**src/rtl/uart_flag_pkg.sv**
```systemverilog
package uart_flag_pkg;
  localparam int STAT_W   = 8;
  localparam int IEN_W    = 4;
  localparam int SEQ_N    = 4;   // flags cleared by status-then-data read
  localparam int SEQ_LSB  = 1;   // bit position of the first of them
  localparam int TBE_B    = 7;
  localparam int TC_B     = 6;
  localparam int RBNE_B   = 5;
  localparam int IE_ERR   = 0;
  localparam int IE_IDLE  = 1;
  localparam int IE_RBNE  = 2;
  localparam int IE_TC    = 3;
  localparam int SRC_N    = 4;
endpackage

```
**src/rtl/uart_flag_bit.sv**
```systemverilog
module uart_flag_bit #(
  parameter logic RST_VAL = 1'b0
) (
  input  logic clk_i,
  input  logic rst_ni,
  input  logic set_i,
  input  logic clr_i,
  output logic q_o
);
  always_ff @(posedge clk_i or negedge rst_ni) begin
    if (!rst_ni)     q_o <= RST_VAL;
    else if (set_i)  q_o <= 1'b1;   // set wins over clear
    else if (clr_i)  q_o <= 1'b0;
  end
endmodule

```
**src/rtl/uart_seq_clear.sv**
```systemverilog
module uart_seq_clear #(
  parameter int N = 4
) (
  input  logic         clk_i,
  input  logic         rst_ni,
  input  logic [N-1:0] flags_i,
  input  logic         stat_rd_i,
  input  logic         data_rd_i,
  output logic [N-1:0] clr_o
);
  logic [N-1:0] snap_q;

  // snapshot of flags seen by the status read; consumed by next data read
  always_ff @(posedge clk_i or negedge rst_ni) begin
    if (!rst_ni)        snap_q <= '0;
    else if (stat_rd_i) snap_q <= flags_i;
    else if (data_rd_i) snap_q <= '0;
  end

  assign clr_o = data_rd_i ? snap_q : '0;
endmodule

```
**src/rtl/uart_irq_comb.sv**
```systemverilog
module uart_irq_comb #(
  parameter int N = 4
) (
  input  logic [N-1:0] src_i,
  input  logic [N-1:0] en_i,
  output logic         irq_o
);
  assign irq_o = |(src_i & en_i);
endmodule

```
**src/rtl/uart_flag_ctrl.sv**
```systemverilog
module uart_flag_ctrl
  import uart_flag_pkg::*;
(
  input  logic              clk_i,
  input  logic              rst_ni,
  input  logic              tbe_i,
  input  logic              tx_done_i,
  input  logic              rx_done_i,
  input  logic              rx_noise_i,
  input  logic              rx_ferr_i,
  input  logic              rx_idle_i,
  input  logic              stat_rd_i,
  input  logic              stat_wr_i,
  input  logic [STAT_W-1:0] stat_wdata_i,
  input  logic              data_rd_i,
  input  logic              ctrl_wr_i,
  input  logic [IEN_W-1:0]  ctrl_wdata_i,
  output logic [STAT_W-1:0] stat_o,
  output logic [IEN_W-1:0]  ien_o,
  output logic              irq_o,
  output logic              rx_load_o
);
  localparam logic [STAT_W-1:0] W0_MASK = (STAT_W'(1) << TC_B) | (STAT_W'(1) << RBNE_B);

  logic              tbe_q, tc_q, rbne_q, ovr_set;
  logic [STAT_W-1:0] wr_clr;
  logic [SEQ_N-1:0]  seq_q, seq_set, seq_clr;
  logic [IEN_W-1:0]  ien_q;
  logic [SRC_N-1:0]  irq_src;

  assign wr_clr = stat_wr_i ? (~stat_wdata_i & W0_MASK) : '0;

  always_ff @(posedge clk_i or negedge rst_ni) begin
    if (!rst_ni) tbe_q <= 1'b1;
    else         tbe_q <= tbe_i;
  end

  uart_flag_bit #(.RST_VAL(1'b1)) u_tc (
    .clk_i, .rst_ni,
    .set_i (tx_done_i & tbe_q),
    .clr_i (wr_clr[TC_B]),
    .q_o   (tc_q)
  );

  uart_flag_bit #(.RST_VAL(1'b0)) u_rbne (
    .clk_i, .rst_ni,
    .set_i (rx_done_i),
    .clr_i (wr_clr[RBNE_B] | data_rd_i),
    .q_o   (rbne_q)
  );

  // overrun: new frame while buffer still full, load withheld
  assign ovr_set   = rx_done_i & rbne_q;
  assign rx_load_o = rx_done_i & ~rbne_q;

  // index 0 framing, 1 noise, 2 overrun, 3 idle
  assign seq_set = {rx_idle_i, ovr_set, rx_noise_i, rx_ferr_i};

  uart_seq_clear #(.N(SEQ_N)) u_seq (
    .clk_i, .rst_ni,
    .flags_i   (seq_q),
    .stat_rd_i,
    .data_rd_i,
    .clr_o     (seq_clr)
  );

  for (genvar i = 0; i < SEQ_N; i++) begin : g_seq
    uart_flag_bit #(.RST_VAL(1'b0)) u_f (
      .clk_i, .rst_ni,
      .set_i (seq_set[i]),
      .clr_i (seq_clr[i]),
      .q_o   (seq_q[i])
    );
  end

  always_ff @(posedge clk_i or negedge rst_ni) begin
    if (!rst_ni)        ien_q <= '0;
    else if (ctrl_wr_i) ien_q <= ctrl_wdata_i;
  end

  always_comb begin
    stat_o = '0;
    stat_o[TBE_B]  = tbe_q;
    stat_o[TC_B]   = tc_q;
    stat_o[RBNE_B] = rbne_q;
    stat_o[SEQ_LSB +: SEQ_N] = seq_q;
  end

  assign irq_src[IE_ERR]  = |seq_q[2:0];
  assign irq_src[IE_IDLE] = seq_q[3];
  assign irq_src[IE_RBNE] = rbne_q;
  assign irq_src[IE_TC]   = tc_q;

  uart_irq_comb #(.N(SRC_N)) u_irq (
    .src_i (irq_src),
    .en_i  (ien_q),
    .irq_o
  );

  assign ien_o = ien_q;
endmodule

```
**config.mk**
```make
export PLATFORM = sky130hd
export DESIGN_NAME = uart_flag_ctrl
export DESIGN_NICKNAME = d
export VERILOG_FILES = /design/src/rtl/uart_flag_pkg.sv /design/src/rtl/uart_flag_bit.sv /design/src/rtl/uart_seq_clear.sv /design/src/rtl/uart_irq_comb.sv /design/src/rtl/uart_flag_ctrl.sv
export SDC_FILE = /design/constraint.sdc
export NUM_CORES = 1
export LEC_CHECK = 0
export ABC_AREA = 1
export CAP_MARGIN = 20
export CORE_ASPECT_RATIO = 0.7
export CORE_MARGIN = 2
export CORE_UTILIZATION = 24
export DETAILED_ROUTE_END_ITERATION = 10
export DONT_BUFFER_PORTS = 1
export HOLD_SLACK_MARGIN = 0.12
export SETUP_SLACK_MARGIN = 0.5
export SLEW_MARGIN = 20
export SYNTH_ARGS = -nofsm -noshare
export SYNTH_HDL_FRONTEND = slang
export SYNTH_SLANG_ARGS = --single-unit
```
**constraint.sdc**
```tcl
create_clock -name clk_i -period 0.8 [get_ports clk_i]
set_input_delay 0.16 -clock clk_i [delete_from_list [all_inputs] [get_ports clk_i]]
set_output_delay 0.16 -clock clk_i [all_outputs]
set_load 0.01 [all_outputs]
```
==> results.sh <==
export IMPL_outcome="finished, violations left"
export IMPL_violations="hold timing, setup timing"
export IMPL_final_nets=118
export IMPL_rsz0062_at_grt="yes"
export IMPL_layout_setup_ws_ns=-0.359
export IMPL_drive_above_1_share_pct=34.4
export IMPL_via_count=512
export IMPL_drt_iter0_drc=7
export IMPL_tritoncts="built"
export IMPL_worstPathMaxFanout=3
export IMPL_die_w_um=67.5
export IMPL_core_um2=2740
export IMPL_synth_top_family_by_area="simple AND/OR/NAND/NOR gates"
export IMPL_synth_edf_count=0
export IMPL_cp_cell_sequence="buf_4 > buf_6 > nor2_4"
export IMPL_n_fill_cell=290
export IMPL_gp_congestion=0.707
export IMPL_synthFlopType="dfrtp_1"
export IMPL_cts_inserted_buffers=3
export IMPL_grt_pass1_wl_um=2240
export IMPL_dp_cells=120
export IMPL_synth_seq_cells=15
export IMPL_io_pins=38
export IMPL_routedWlPerCell_um=10.8
export IMPL_critPathKind="register to output port"
export IMPL_ys_seq_area_share_pct=55.7
export IMPL_num_rows=16
export IMPL_cap_viol_max_count=0
export IMPL_viasPerCell=3.97
export IMPL_powerDensity_nw_per_um2=2040
export IMPL_globalRouteTotalUtil_pct=9.24
export IMPL_grt_ovfl_total=0
export IMPL_port_buffers=0
export IMPL_synthMuxAreaShare_pct=0
export IMPL_synth_compound_area_share_pct=9.04
export IMPL_cp_end_kind="output port"
export IMPL_p_seq_share_pct=47.9
export IMPL_drt_first_pass_iters=3
export IMPL_drc=0
export IMPL_clock_sinks=15
export IMPL_synthSimpleGateAreaFrac_pct=20.3
export IMPL_synth_area_leaders="dfrtp_1 (48%), nand2_1 (17%), buf_4 (8.9%)"
export IMPL_htree_num_levels=1
export IMPL_cp_start_kind="register"
export IMPL_cpMaxStageDelayCell="dfrtp_1"
export IMPL_max_freq_ghz=0.863
export IMPL_power_internal_uw=1390
export IMPL_regArea_um2=378
export IMPL_multi_input_area_um2=223
export IMPL_clkLatencyLatePin_ns=0.25
export IMPL_wl_um=1400
export IMPL_netlist_instances=80
export IMPL_setup_viol=16
export IMPL_synth_most_common_cell="nand2_1"
export IMPL_ant_nets=0
export IMPL_cts_clk_slew_worst_paths_ns=0.07
export IMPL_grt_pass1_vias=529
export IMPL_hold_path_class="primary input to async pin"
export IMPL_area_delta_synth_final_pct=34.5
export IMPL_die_area_um2=3270
export IMPL_timing_final_crit_share_pct=145
export IMPL_pwr_share_comb_pct=19.2
export IMPL_synth_fa_ha_area_share_pct=0
export IMPL_synth_nets=104
export IMPL_yosysTopAreaCell="dfrtp_1"
export IMPL_synthTopCellsByCount="nand2_1 (31), dfrtp_1 (13), inv_1 (10), buf_4 (8), o21ai_0 (6)"
export IMPL_cts_max_path_buffers=2
export IMPL_antenna_found_initial=0
export IMPL_maxSlewViolCount=0
export IMPL_start_util_pct=24.7
export IMPL_crit_required_ns=0.64
export IMPL_avgSynthCellArea_um2=8.48
export IMPL_finClkSkew_ns=0.000178
export IMPL_pwr_share_clk_pct=32.9
export IMPL_fin_crit_ns=1.16
export IMPL_p_sw_uw=469
export IMPL_hpwlAfterDp_um=1060
export IMPL_arrival_ns=1.00
export IMPL_leakage_uw=0.000455
export IMPL_synth_xor_area_share_pct=0
export IMPL_final_hold_violation_count=19
export IMPL_swShare_pct=25.2
export IMPL_grt_max_degree=16
export IMPL_die_y_um=48.5
export IMPL_holdWs_ns=-0.401
export IMPL_synth_warnings=0
export IMPL_syn_cell_area_um2=678
export IMPL_final_cells=129
export IMPL_ys_types=11
export IMPL_synth_top_area_share_pct=48.0
export IMPL_clockRootBuffer="clkbuf_8"
export IMPL_antenna_cells=0
export IMPL_slowest_delay_ns=0.41
export IMPL_async_flop_share_pct=100
export IMPL_peakVddDrop_uv=561
[critical path: cells and delay by family (launching register included)]
kind	cells	cell delay (ns)
buf+inv	2	0.26
flops	1	0.41
simple gates	1	0.09
[path summary, 6_finish.rpt]
kind	start	to	slack, ns	cells after the start
worst max-delay path	u_rbne.q_o$_DFFE_PN0P_	rx_load_o	-0.36	3
worst min-delay path	rst_ni	g_seq[1].u_f.q_o$_DFFE_PN0P_	-0.40	0
worst max register to register	u_rbne.q_o$_DFFE_PN0P_	u_rbne.q_o$_DFFE_PN0P_	-0.19	5
worst min register to register	u_seq.snap_q[3]$_DFFE_PN0P_	u_seq.snap_q[3]$_DFFE_PN0P_	0.49	2
max in group asynchronous	rst_ni	u_tc.q_o$_DFFE_PN1P_	1.02	0
min in group clk_i	tbe_i	tbe_q$_DFF_PN1_	-0.09	0
[repair_timing]
action	in CTS	in global routing
pin swaps	6	2
endpoints found under the hold margin	30	30
setup endpoints to repair	27	27
cloned	0	0
buffers inserted	4	1
gates resized for setup	18	3
[per-stage QoR]
stage	util (%)	cell area [µm²]	worst slack [ns]	power, µW	setup TNS, ns
6_report	33.3	912	-0.359	1860	-3.07
3_5_place_dp	27.6	756	-0.106	1160	-0.167
5_1_grt	33.3	912	-0.412	1970	-3.62
3_3_place_gp	27.6	756	-0.110	1150	-0.172
2_1_floorplan	-	703	-0.0839	1100	-0.0839
4_1_cts	32.7	896	-0.373	1890	-2.89
[cell type report]
cell class / instances / share of cell area [%]
clock buffers: 3 / 4.53
clock inverters: 1 / 0.823
inverters: 10 / 4.12
multi-input cells: 47 / 24.4
flip-flops and latches: 15 / 41.4
well taps: 36 / 4.94
repair buffers: 17 / 19.8
[flip-flops by register name, indices dropped and copies added (netlist names)]
register       cells
g_seq.u_f.q_o      4
ien_o              4
u_tc.q_o           1
u_rbne.q_o         1
tbe_q              1
u_seq.snap_q       4
[kinds of logic after synthesis]
family | count (synthesis)
AOI/OAI and AO/OA | 10
other | 1
and+or+nand+nor | 36
buffers and inverters | 18
DFF | 15
[cells in the final DEF (no fill, tap or decap)]
master | synthesis | final
dfstp_2 | 2 | 2
buf_6 | 0 | 14
nor2_1 | 4 | 3
nand2_1 | 31 | 26
inv_1 | 10 | 9
conb_1 | 1 | 1
clkinvlp_4 | 0 | 1
nand2_2 | 0 | 5
o21ai_1 | 0 | 6
clkbuf_8 | 0 | 3
buf_4 | 8 | 3
nor2_2 | 1 | 1
inv_2 | 0 | 1
nor2_4 | 0 | 1
a21o_1 | 3 | 3
dfrtp_1 | 13 | 13
o21ai_2 | 1 | 1
[layer usage]
layer | vias to the layer above | track usage (%) | share of wire [%]
met4 | 0 | 4.08 | 1.8
met5 | - | 0 | 0
met1 | 230 | 9.47 | 40
met2 | 20 | 14.5 | 45
li1 | 258 | - | -
met3 | 4 | 6.05 | 13
[power groups by stage]
| stage | combinational [µW] | clock (µW) | sequential, µW |
|---|---|---|---|
| 2_1_floorplan | 194 | 0 | 909 |
| 3_3_place_gp | 259 | 0 | 895 |
| 3_5_place_dp | 263 | 0 | 898 |
| 4_1_cts | 352 | 643 | 891 |
| 5_1_grt | 398 | 676 | 900 |
| 6_report | 358 | 613 | 891 |
(Power assumes the default switching activity.)
